`config.mk`:
```
export PLATFORM = sky130hd
export DESIGN_NAME = div15_selfrec
export DESIGN_NICKNAME = d
export VERILOG_FILES = /design/src/rtl/div15_pkg.sv /design/src/rtl/div3_stage.sv /design/src/rtl/div5_stage.sv /design/src/rtl/div15_selfrec.sv
export SDC_FILE = /design/constraint.sdc
export NUM_CORES = 1
export LEC_CHECK = 0
export ABC_CLOCK_PERIOD_IN_PS = 2500
export BUFFER_PORTS_ARGS = -buffer_cell sky130_fd_sc_hd__buf_4
export CORE_AREA = 2 2 39 41
export CTS_CLUSTER_SIZE = 10
export DETAILED_ROUTE_END_ITERATION = 10
export DIE_AREA = 0 0 41 43
export GPL_TIMING_DRIVEN = 0
export PLACE_DENSITY = 0.38
export SLEW_MARGIN = 20
export SYNTH_ARGS = -nofsm -noshare
export SYNTH_HDL_FRONTEND = slang
export SYNTH_SLANG_ARGS = --single-unit
```
`constraint.sdc`:
```
create_clock -name clk_i -period 2.5 [get_ports clk_i]
set_clock_uncertainty 0.05 [all_clocks]
set_input_delay 0.75 -clock clk_i [delete_from_list [all_inputs] [get_ports clk_i]]
set_output_delay 0.75 -clock clk_i [all_outputs]
set_load 0.005 [all_outputs]
```
`src/rtl/div15_pkg.sv`:
```
package div15_pkg;
  localparam int unsigned S3_W   = 2;
  localparam int unsigned S5_W   = 3;
  localparam int unsigned SEED_W = S3_W + S5_W;

  // terminal codes of each stage
  localparam logic [S3_W-1:0] S3_LAST = 2'b10;
  localparam logic [S5_W-1:0] S5_LAST = 3'b100;
endpackage

```
`src/rtl/div3_stage.sv`:
```
module div3_stage
  import div15_pkg::*;
(
  input  logic            clk_i,
  input  logic            load_i,
  input  logic [S3_W-1:0] load_val_i,
  output logic            term_o
);
  logic [S3_W-1:0] st_q;
  logic [S3_W-1:0] st_d;

  // one NOR gate: 00->01->10->00, unused 11->10
  always_comb begin
    st_d = {st_q[0], ~(st_q[1] | st_q[0])};
    if (load_i) st_d = load_val_i;
  end

  always_ff @(posedge clk_i) begin
    st_q <= st_d;
  end

  assign term_o = (st_q == S3_LAST);

  assert_div3_recover_R3: assert property (@(posedge clk_i) disable iff (load_i)
    (!load_i && st_q == 2'b11) |=> (st_q == 2'b10));

  assert_div3_wrap_R3: assert property (@(posedge clk_i) disable iff (load_i)
    (!load_i && term_o) |=> (st_q == 2'b00));

  assert_div3_load_R6: assert property (@(posedge clk_i)
    load_i |=> (st_q == $past(load_val_i)));
endmodule

```
`src/rtl/div5_stage.sv`:
```
module div5_stage
  import div15_pkg::*;
(
  input  logic            clk_i,
  input  logic            en_i,
  input  logic            load_i,
  input  logic [S5_W-1:0] load_val_i,
  output logic [S5_W-1:0] state_o
);
  logic [S5_W-1:0] st_q;
  logic [S5_W-1:0] st_d;

  // shift with one NOR feedback: 000->001->011->110->100->000
  always_comb begin
    st_d = st_q;
    if (load_i)    st_d = load_val_i;
    else if (en_i) st_d = {st_q[1], st_q[0], ~(st_q[2] | st_q[1])};
  end

  always_ff @(posedge clk_i) begin
    st_q <= st_d;
  end

  assign state_o = st_q;

  assert_div5_hold_R7: assert property (@(posedge clk_i) disable iff (load_i)
    (!load_i && !en_i) |=> $stable(st_q));

  assert_div5_unused5_R4: assert property (@(posedge clk_i) disable iff (load_i)
    (!load_i && en_i && st_q == 3'b101) |=> (st_q == 3'b010));

  assert_div5_unused27_R4: assert property (@(posedge clk_i) disable iff (load_i)
    (!load_i && en_i && (st_q == 3'b010 || st_q == 3'b111)) |=>
      (st_q == 3'b100 || st_q == 3'b110));
endmodule

```
`src/rtl/div15_selfrec.sv`:
```
module div15_selfrec
  import div15_pkg::*;
(
  input  logic              clk_i,
  input  logic              seed_en_i,
  input  logic [SEED_W-1:0] seed_code_i,
  output logic              tick_o,
  output logic              div_clk_o
);
  logic            term3;
  logic [S5_W-1:0] st5;

  div3_stage u_div3 (
    .clk_i      (clk_i),
    .load_i     (seed_en_i),
    .load_val_i (seed_code_i[SEED_W-1:S5_W]),
    .term_o     (term3)
  );

  div5_stage u_div5 (
    .clk_i      (clk_i),
    .en_i       (term3),
    .load_i     (seed_en_i),
    .load_val_i (seed_code_i[S5_W-1:0]),
    .state_o    (st5)
  );

  assign tick_o    = term3 & (st5 == S5_LAST);
  assign div_clk_o = st5[0];

  assert_tick_single_R1: assert property (@(posedge clk_i) disable iff (seed_en_i)
    (!seed_en_i && tick_o) |=> !tick_o);

  assert_tick_restart_R2: assert property (@(posedge clk_i) disable iff (seed_en_i)
    (!seed_en_i && tick_o) |=> !div_clk_o);
endmodule

```
# Yosys cells after proc, flatten, opt, wreduce, memory -nomap -nowiden
# Cells that the tools add are included.
[totals] out_inout_bits=2 inputBits=7 word_cells=13 reg_bits=5
[classes] eq_ne=2 mux=3 n_reduce_logical=1 bitwise=5
[op_table] op="3-bit 2-to-1 mux" n=2
[op_table] op="3-bit equality test, second input constant" n=1
[op_table] op="2-bit equality test, second input constant" n=1
[op_table] op="2-bit 2-to-1 mux" n=1
[op_table] op="1-bit NOT" n=2
[op_table] op="1-bit OR" n=2
[op_table] op="2-bit nonzero test" n=1
[op_table] op="1-bit AND" n=1

# Depth between registers and ports, before layout
# Gate-level depths: netlist (run 1).
[depth] ltp_word=4 depth_mapped=3 ltp_nobuf=2

# Cells and area by module
# Synthesis (run 1) repeated with hierarchy kept, for this count alone.
[unflattened] cells_unflattened=15 area_unflattened_um2=215.2
[by_module_without_submodules] mod="div5_stage" seq_area_each_um2=90.1 cells_per_inst=8 area_per_inst_um2=130.1 n_inst=1
[by_module_without_submodules] mod="div3_stage" seq_area_each_um2=40.0 cells_per_inst=6 area_per_inst_um2=72.6 n_inst=1
[by_module_without_submodules] mod="div15_selfrec" seq_area_each_um2=0.0 cells_per_inst=1 area_per_inst_um2=12.5 n_inst=1

# Least setup slack after synthesis (run 1)
# Ideal clock, no wire load.
[synth_timing] path_type="reg2out" from="register u_div3.st_q[0]" to="output tick_o" path_stages_with_launch=3 path_slack_ns=1.004 t_arrival_ns=0.696 required_time_ns=1.700 path_buffers=0 cell_sequence="dfxtp_1 -> nand2b_4 -> nor4b_2"
[synth_via] elab_chain_len=2
[synth_lines] element="start, declared" line_no="div3_stage.sv:9" source="logic [S3_W-1:0] st_q;"
[synth_lines] element="start signal, assigned" line_no="div3_stage.sv:19" source="st_q <= st_d;"
[synth_lines] element="2-bit equality test" line_no="div3_stage.sv:22" source="assign term_o = (st_q == S3_LAST);"
[synth_lines] element="1-bit AND" line_no="div15_selfrec.sv:28" source="assign tick_o = term3 & (st5 == S5_LAST);"
[synth_lines] element="end, declared" line_no="div15_selfrec.sv:7" source="output logic tick_o,"
# No other way between the ends.

# Final worst setup path (run 1)
[layout_timing] from="register u_div5.st_q[1], in the netlist u_div5.state_o[1]" to="output tick_o"
[layout_via] elab_chain_len=2
[layout_lines] element="start, declared" line_no="div5_stage.sv:10" source="logic [S5_W-1:0] st_q;"
[layout_lines] element="start signal, assigned" line_no="div5_stage.sv:21" source="st_q <= st_d;"
[layout_lines] element="3-bit equality test" line_no="div15_selfrec.sv:28"
[layout_lines] element="1-bit AND" line_no="div15_selfrec.sv:28"
# No other way between the ends.

==> reports/results.ini, run 1 <==
[final_layout]
nNetsFinal=35
syn_to_final_growth_pct=40.51
drive_above_1_share_pct=59.26
stdcell_count=43
diodes=0

[sta]
slew_headroom_pct=85.47
slew_viol_final=0
period_needed_ns=1.909
fin_setup_tns_ns=0
fmax_ghz=0.5238
finalHoldViolCount=0
whs_ns=0.4323
worst_slew_pin_slew_ns=0.2161
rsz0062_at_grt=no
finalSetupViolCount=0
period_share_pct=76.36

[yosys]
synth_fa_ha_area_share_pct=0
synth_xor_xnor_area_share_pct=0
netlist_area_sq_um=244.0
synth_simple_gate_area_share_pct=17.44
synth_compound_area_share_pct=6.154
ys_warn_count=0
synth.avg_cell_area_sq_um=15.25
synthTopCellsByArea=edfxtp_1, mux2_4, dfxtp_1
synth_nets=23
synth_top_cell_area_share_pct=36.92
ys_ff_latch=5
netlist_instances=16
synth_top_family_by_area=multiplexers
ys_seq_area_share_pct=53.33
ys_types=9
netlist.top_cell.by_area=edfxtp_1
synthMuxAreaShare_pct=18.46

[clocking]
cts_hold_buf=0
clk_latency_ns=0.24
cts_buffers=3
tritoncts=built
root_buffer=clkbuf_4
post_cts_buffers=0
cts.path.max_buffers=2
path_clk_slew_ns=0.04
cts_max_level=1
cts.sinks=5
post_cts_resized=0

[global_route]
grt_util_all_layers_pct=6.660
antenna_found_initial=0
grt_pass1_vias=167
grt_max_degree=9
overflow=0
grt_pass1_wl_um=696

[setup_path]
worstPathArrival_ns=1.11
r2r-start=u_div5.state_o[1]
path_class=reg2out
endpoint_kind=primary output
cp-startpoint=u_div5.state_o[1]
cp_cell_sequence=nor4b_2, buf_4
worstSetupStartpointType=flip-flop
cp.required_ns=1.70
crit_slowest_cell=edfxtp_1
cp_max_fo=3
cpPeakStageDelay_ns=0.43

[drt]
first_iter_violations=0
wl_met3_um=70
drt-total-wl_um=448
drcViolationCount=0
drt-wirelength-per-cell_um=10.42
avgViaCountPerCell=3.791
drtPass1Iterations=1
postRouteAntennaNets=0
top_layer=met3
drt-met1-wl_um=165
wl_met2_um=213
vias=163

[die]
fp.dieW_um=41
num_rows=14
core_area_sq_um=1384
die_h_um=43
start_util_pct=17.63
dieArea_sq_um=1763
pin_count=9

[placed_design]
gp_congestion=0.6942
place_inst=39
port_buffers=7

[min_path]
min_from=u_div3.st_q[0]
min_path_type=reg2reg

[job]
maxCapViolCount=0

[power_and_ir_drop]
p_leak_nw=0.1476
p_per_area_nw_per_um2=677.9
peakVddDrop_uv=354.1

[run_status]
outcome=finished, final reports clean

[worst paths after layout]
| path | slack (ns) | cells past startpoint | endpoint |
|---|---|---|---|
| worst min-delay path | 0.43 | 1 | u_div3.st_q[0] |
| worst max-delay path | 0.59 | 2 | tick_o |
| worst max register to register | 1.48 | 1 | u_div5.state_o[2] |
| worst min register to register | 0.43 | 1 | u_div3.st_q[0] |
[cells by family after synthesis]
family,count (synthesis)
multiplexers,3
buffers and inverters,1
AO/OA/AOI/OAI,2
flip-flops,5
AND/OR/NAND/NOR,5
[power breakdown]
group	internal, mW	total (mW)	switching [mW]
combinational	0.0228	0.0329	0.0101
sequential	0.0991	0.107	0.00780
clock	0.0603	0.0926	0.0323
total	0.182	0.232	0.0502
[state kept, by name (all words and copies together) (netlist names)]
| name | count |
|---|---|
| u_div5.state_o | 3 |
| u_div3.st_q | 2 |
[layout make-up]
cell class | instances | area [sq um]
sequential | 5 | 130.1
buffer | 1 | 11.26
tap | 16 | 20.02
clock buffer | 4 | 26.28
multi-input combinational | 10 | 102.6
fill | 146 | 1041
timing repair buffer | 7 | 52.55
[worst max-delay path: cells and delay by family (launching register included)]
| kind | cells | cell delay, ns |
|---|---|---|
| buffers and inverters | 1 | 0.15 |
| AND/OR/NAND/NOR | 1 | 0.29 |
| flip-flops | 1 | 0.43 |
[through the flow]
stage               utilization [%]  worst slack, ns  area (sq um)  power, mW
floorplan                         -            1.004         244.0     0.1274
global placement              22.88           0.8499         316.6     0.1407
detailed placement            22.88           0.8467         316.6     0.1412
CTS                           24.77           0.5774         342.8     0.2365
global route                  24.77           0.5365         342.8     0.2455
finish                        24.77           0.5910         342.8     0.2324
[metal layers]
layer / global-route usage [%] / vias up
met3: 7.853 / 0
met4: 4.000 / 0
met1: 6.209 / 73
li1: - / 80
met2: 8.125 / 10
met5: 0 / -
[synth_stat cells, drive strengths merged]
cell / n
buf: 1
nand2b: 2
o31ai: 2
edfxtp: 3
nand2: 2
nor4b: 1
dfxtp: 2
mux2: 3
[layout by cell type (no fill, tap or decap)]
master / n
buf_4: 7
buf_6: 1
clkbuf_1: 1
clkbuf_4: 3
dfxtp_1: 2
edfxtp_1: 3
mux2_4: 3
nand2_1: 2
nand2b_1: 1
nand2b_4: 1
nor4b_2: 1
o31ai_1: 2
No activity file was read; power rests on OpenSTA's default activity.
==> run 2: changes to the inputs <==
--- a/config.mk
+++ b/config.mk
@@ -5,14 +5,14 @@
 export SDC_FILE = /design/constraint.sdc
 export NUM_CORES = 1
 export LEC_CHECK = 0
-export ABC_CLOCK_PERIOD_IN_PS = 2500
+export ABC_CLOCK_PERIOD_IN_PS = 1700
 export BUFFER_PORTS_ARGS = -buffer_cell sky130_fd_sc_hd__buf_4
 export CORE_AREA = 2 2 39 41
 export CTS_CLUSTER_SIZE = 10
 export DETAILED_ROUTE_END_ITERATION = 10
 export DIE_AREA = 0 0 41 43
 export GPL_TIMING_DRIVEN = 0
-export PLACE_DENSITY = 0.38
+export PLACE_DENSITY = 0.39
 export SLEW_MARGIN = 20
 export SYNTH_ARGS = -nofsm -noshare
 export SYNTH_HDL_FRONTEND = slang
==> constraint.sdc (replaced) <==
create_clock -name clk_i -period 1.7 [get_ports clk_i]
set_clock_uncertainty 0.05 [all_clocks]
set_input_delay 0.51 -clock clk_i [delete_from_list [all_inputs] [get_ports clk_i]]
set_output_delay 0.51 -clock clk_i [all_outputs]
set_load 0.005 [all_outputs]
==> run 2 against run 1 <==
Effect of this change: clock power is 47% higher; final area stayed put; non-clock buffer count stayed put; worst hold slack worse by 0.00098 ns; combinational power is 45% higher; worst setup slack worse by 0.54 ns; first-iteration DRC count is 4 higher; routed wire length is 11% lower; count of clock-buffer cells in the layout stayed put; utilization stayed put; global-route usage is 0.61 points lower; sequential share of layout area stayed put; critical endpoint unchanged; largest power group unchanged.
==> reports/results.ini, run 2 (synthesized netlist as in run 1, its figures left out) <==
[run_status]
outcome=finished, final reports clean  ; unchanged

[clocking]
post_cts_buffers=0  ; unchanged
cts.path.max_buffers=2  ; unchanged
tritoncts=built  ; unchanged
root_buffer=clkbuf_4  ; unchanged
cts_hold_buf=0  ; unchanged
cts.sinks=5  ; unchanged
cts_buffers=3  ; unchanged
path_clk_slew_ns=0.04  ; about the same
clk_latency_ns=0.24  ; about the same
post_cts_resized=0  ; unchanged
cts_max_level=1  ; unchanged

[setup_path]
cp-startpoint=u_div5.state_o[1]  ; unchanged
endpoint_kind=primary output  ; unchanged
cp_max_fo=3  ; unchanged
worstSetupStartpointType=flip-flop  ; unchanged
path_class=reg2out  ; unchanged
r2r_slack_ns=0.70  ; was 1.48 ns
r2r-end=u_div5.state_o[1]  ; was u_div5.state_o[2]
critPathCapture=tick_o  ; unchanged
r2r-start=u_div5.state_o[0]  ; was u_div5.state_o[1]
ff2ff_path_depth=1  ; unchanged
worstPathArrival_ns=1.09  ; was 1.11 ns
cp.required_ns=1.14  ; was 1.70 ns

[power_and_ir_drop]
finalPower_uw=340.3  ; was 232.4 uW
p_leak_nw=0.1476  ; unchanged
peakVddDrop_uv=507.1  ; was 354.1 uV
p_per_area_nw_per_um2=992.6  ; was 677.9 nW/um^2

[sta]
fmax_ghz=0.6070
slew_viol_final=0  ; unchanged
period_share_pct=96.91
period_needed_ns=1.647
finalSetupViolCount=0  ; unchanged
worst_slew_pin_slew_ns=0.2176  ; was 0.2161 ns
fin_setup_tns_ns=0  ; unchanged
whs_ns=0.4313  ; was 0.4323 ns
rsz0062_at_grt=no  ; unchanged
slew_headroom_pct=85.37  ; was 85.47%
finalHoldViolCount=0  ; unchanged

[global_route]
antenna_found_initial=0  ; unchanged
grt_pass1_vias=174  ; was 167
overflow=0  ; unchanged
grt_pass1_wl_um=676  ; was 696 um
grt_util_all_layers_pct=6.054  ; was 6.660%
grt_max_degree=9  ; unchanged

[placed_design]
gp_congestion=0.6315  ; was 0.6942
port_buffers=7  ; unchanged
placed_area_sq_um=316.6  ; unchanged
place_inst=39  ; unchanged

[drt]
first_iter_violations=4  ; was 0
postRouteAntennaNets=0  ; unchanged
avgViaCountPerCell=3.605  ; was 3.791
drcViolationCount=0  ; unchanged
drtPass1Iterations=2  ; was 1
drt-total-wl_um=398  ; was 448 um
drt-wirelength-per-cell_um=9.256  ; was 10.42 um
vias=155  ; was 163

[die]
start_util_pct=17.63  ; unchanged
num_rows=14  ; unchanged
core_area_sq_um=1384  ; unchanged
die_h_um=43  ; unchanged
pin_count=9  ; unchanged
dieArea_sq_um=1763  ; unchanged
fp.dieW_um=41  ; unchanged

[final_layout]
final_cell_mix=buf_4, mux2_4, clkbuf_4, edfxtp_1  ; unchanged
largest_reg_flops=3  ; unchanged
drive_above_1_share_pct=59.26  ; unchanged
diodes=0  ; unchanged
nNetsFinal=35  ; unchanged
final_cell_area_sq_um=342.8  ; unchanged
syn_to_final_growth_pct=40.51  ; unchanged
stdcell_count=43  ; unchanged
final_common_cell=buf_4  ; unchanged

[job]
maxCapViolCount=0  ; unchanged

[min_path]
min_path_type=reg2reg  ; unchanged

run 2: worst min-delay path by stage:
stage / start / endpoint / slack, ns / cells past startpoint
after floorplan: u_div3.st_q[0] / u_div3.st_q[0] / 0.38 / 1
after global placement: u_div3.st_q[0] / u_div3.st_q[0] / 0.40 / 1
after detailed placement: u_div3.st_q[0] / u_div3.st_q[0] / 0.42 / 1
after CTS: seed_code_i[3] / u_div3.st_q[0] / 0.43 / 3
after global routing: seed_code_i[4] / u_div3.st_q[1] / 0.44 / 2
final: u_div3.st_q[0] / u_div3.st_q[0] / 0.43 / 1
run 2: worst max-delay path: stages (launching register included):
cell,delay (ns)
edfxtp_1,0.42
nor4b_2,0.28
buf_4,0.15
run 2: layout make-up:
type	count	area [sq um]
well taps	16	20.02
fillers	151	1041
repair buffers	7	52.55
multi-input cells	10	102.6
clock buffers	4	26.28
flip-flops and latches	5	130.1
plain buffers	1	11.26
run 2: metrics by stage:
step,worst slack [ns],util (%)
after global routing,0.002932,24.77
after global placement,0.2927,22.88
final,0.05258,24.77
after CTS,0.03295,24.77
after detailed placement,0.3059,22.88
after floorplan,0.4441,-
run 2: where the power goes:
group          internal, mW  total [mW]  switching [mW]  leakage (nW)
logic                0.0335      0.0477          0.0142        0.0853
clock network        0.0887       0.136          0.0472        0.0150
registers             0.146       0.157          0.0111        0.0474
total                 0.268       0.340          0.0724         0.148
run 2: layer usage:
| layer | GRT usage (%) | vias to the layer above | part of all wire [%] |
|---|---|---|---|
| met5 | 0 | - | 0 |
| met4 | 2.000 | 0 | 0 |
| met3 | 6.283 | 0 | 15 |
| met2 | 7.500 | 9 | 40 |
| met1 | 6.863 | 65 | 45 |
| li1 | - | 81 | - |
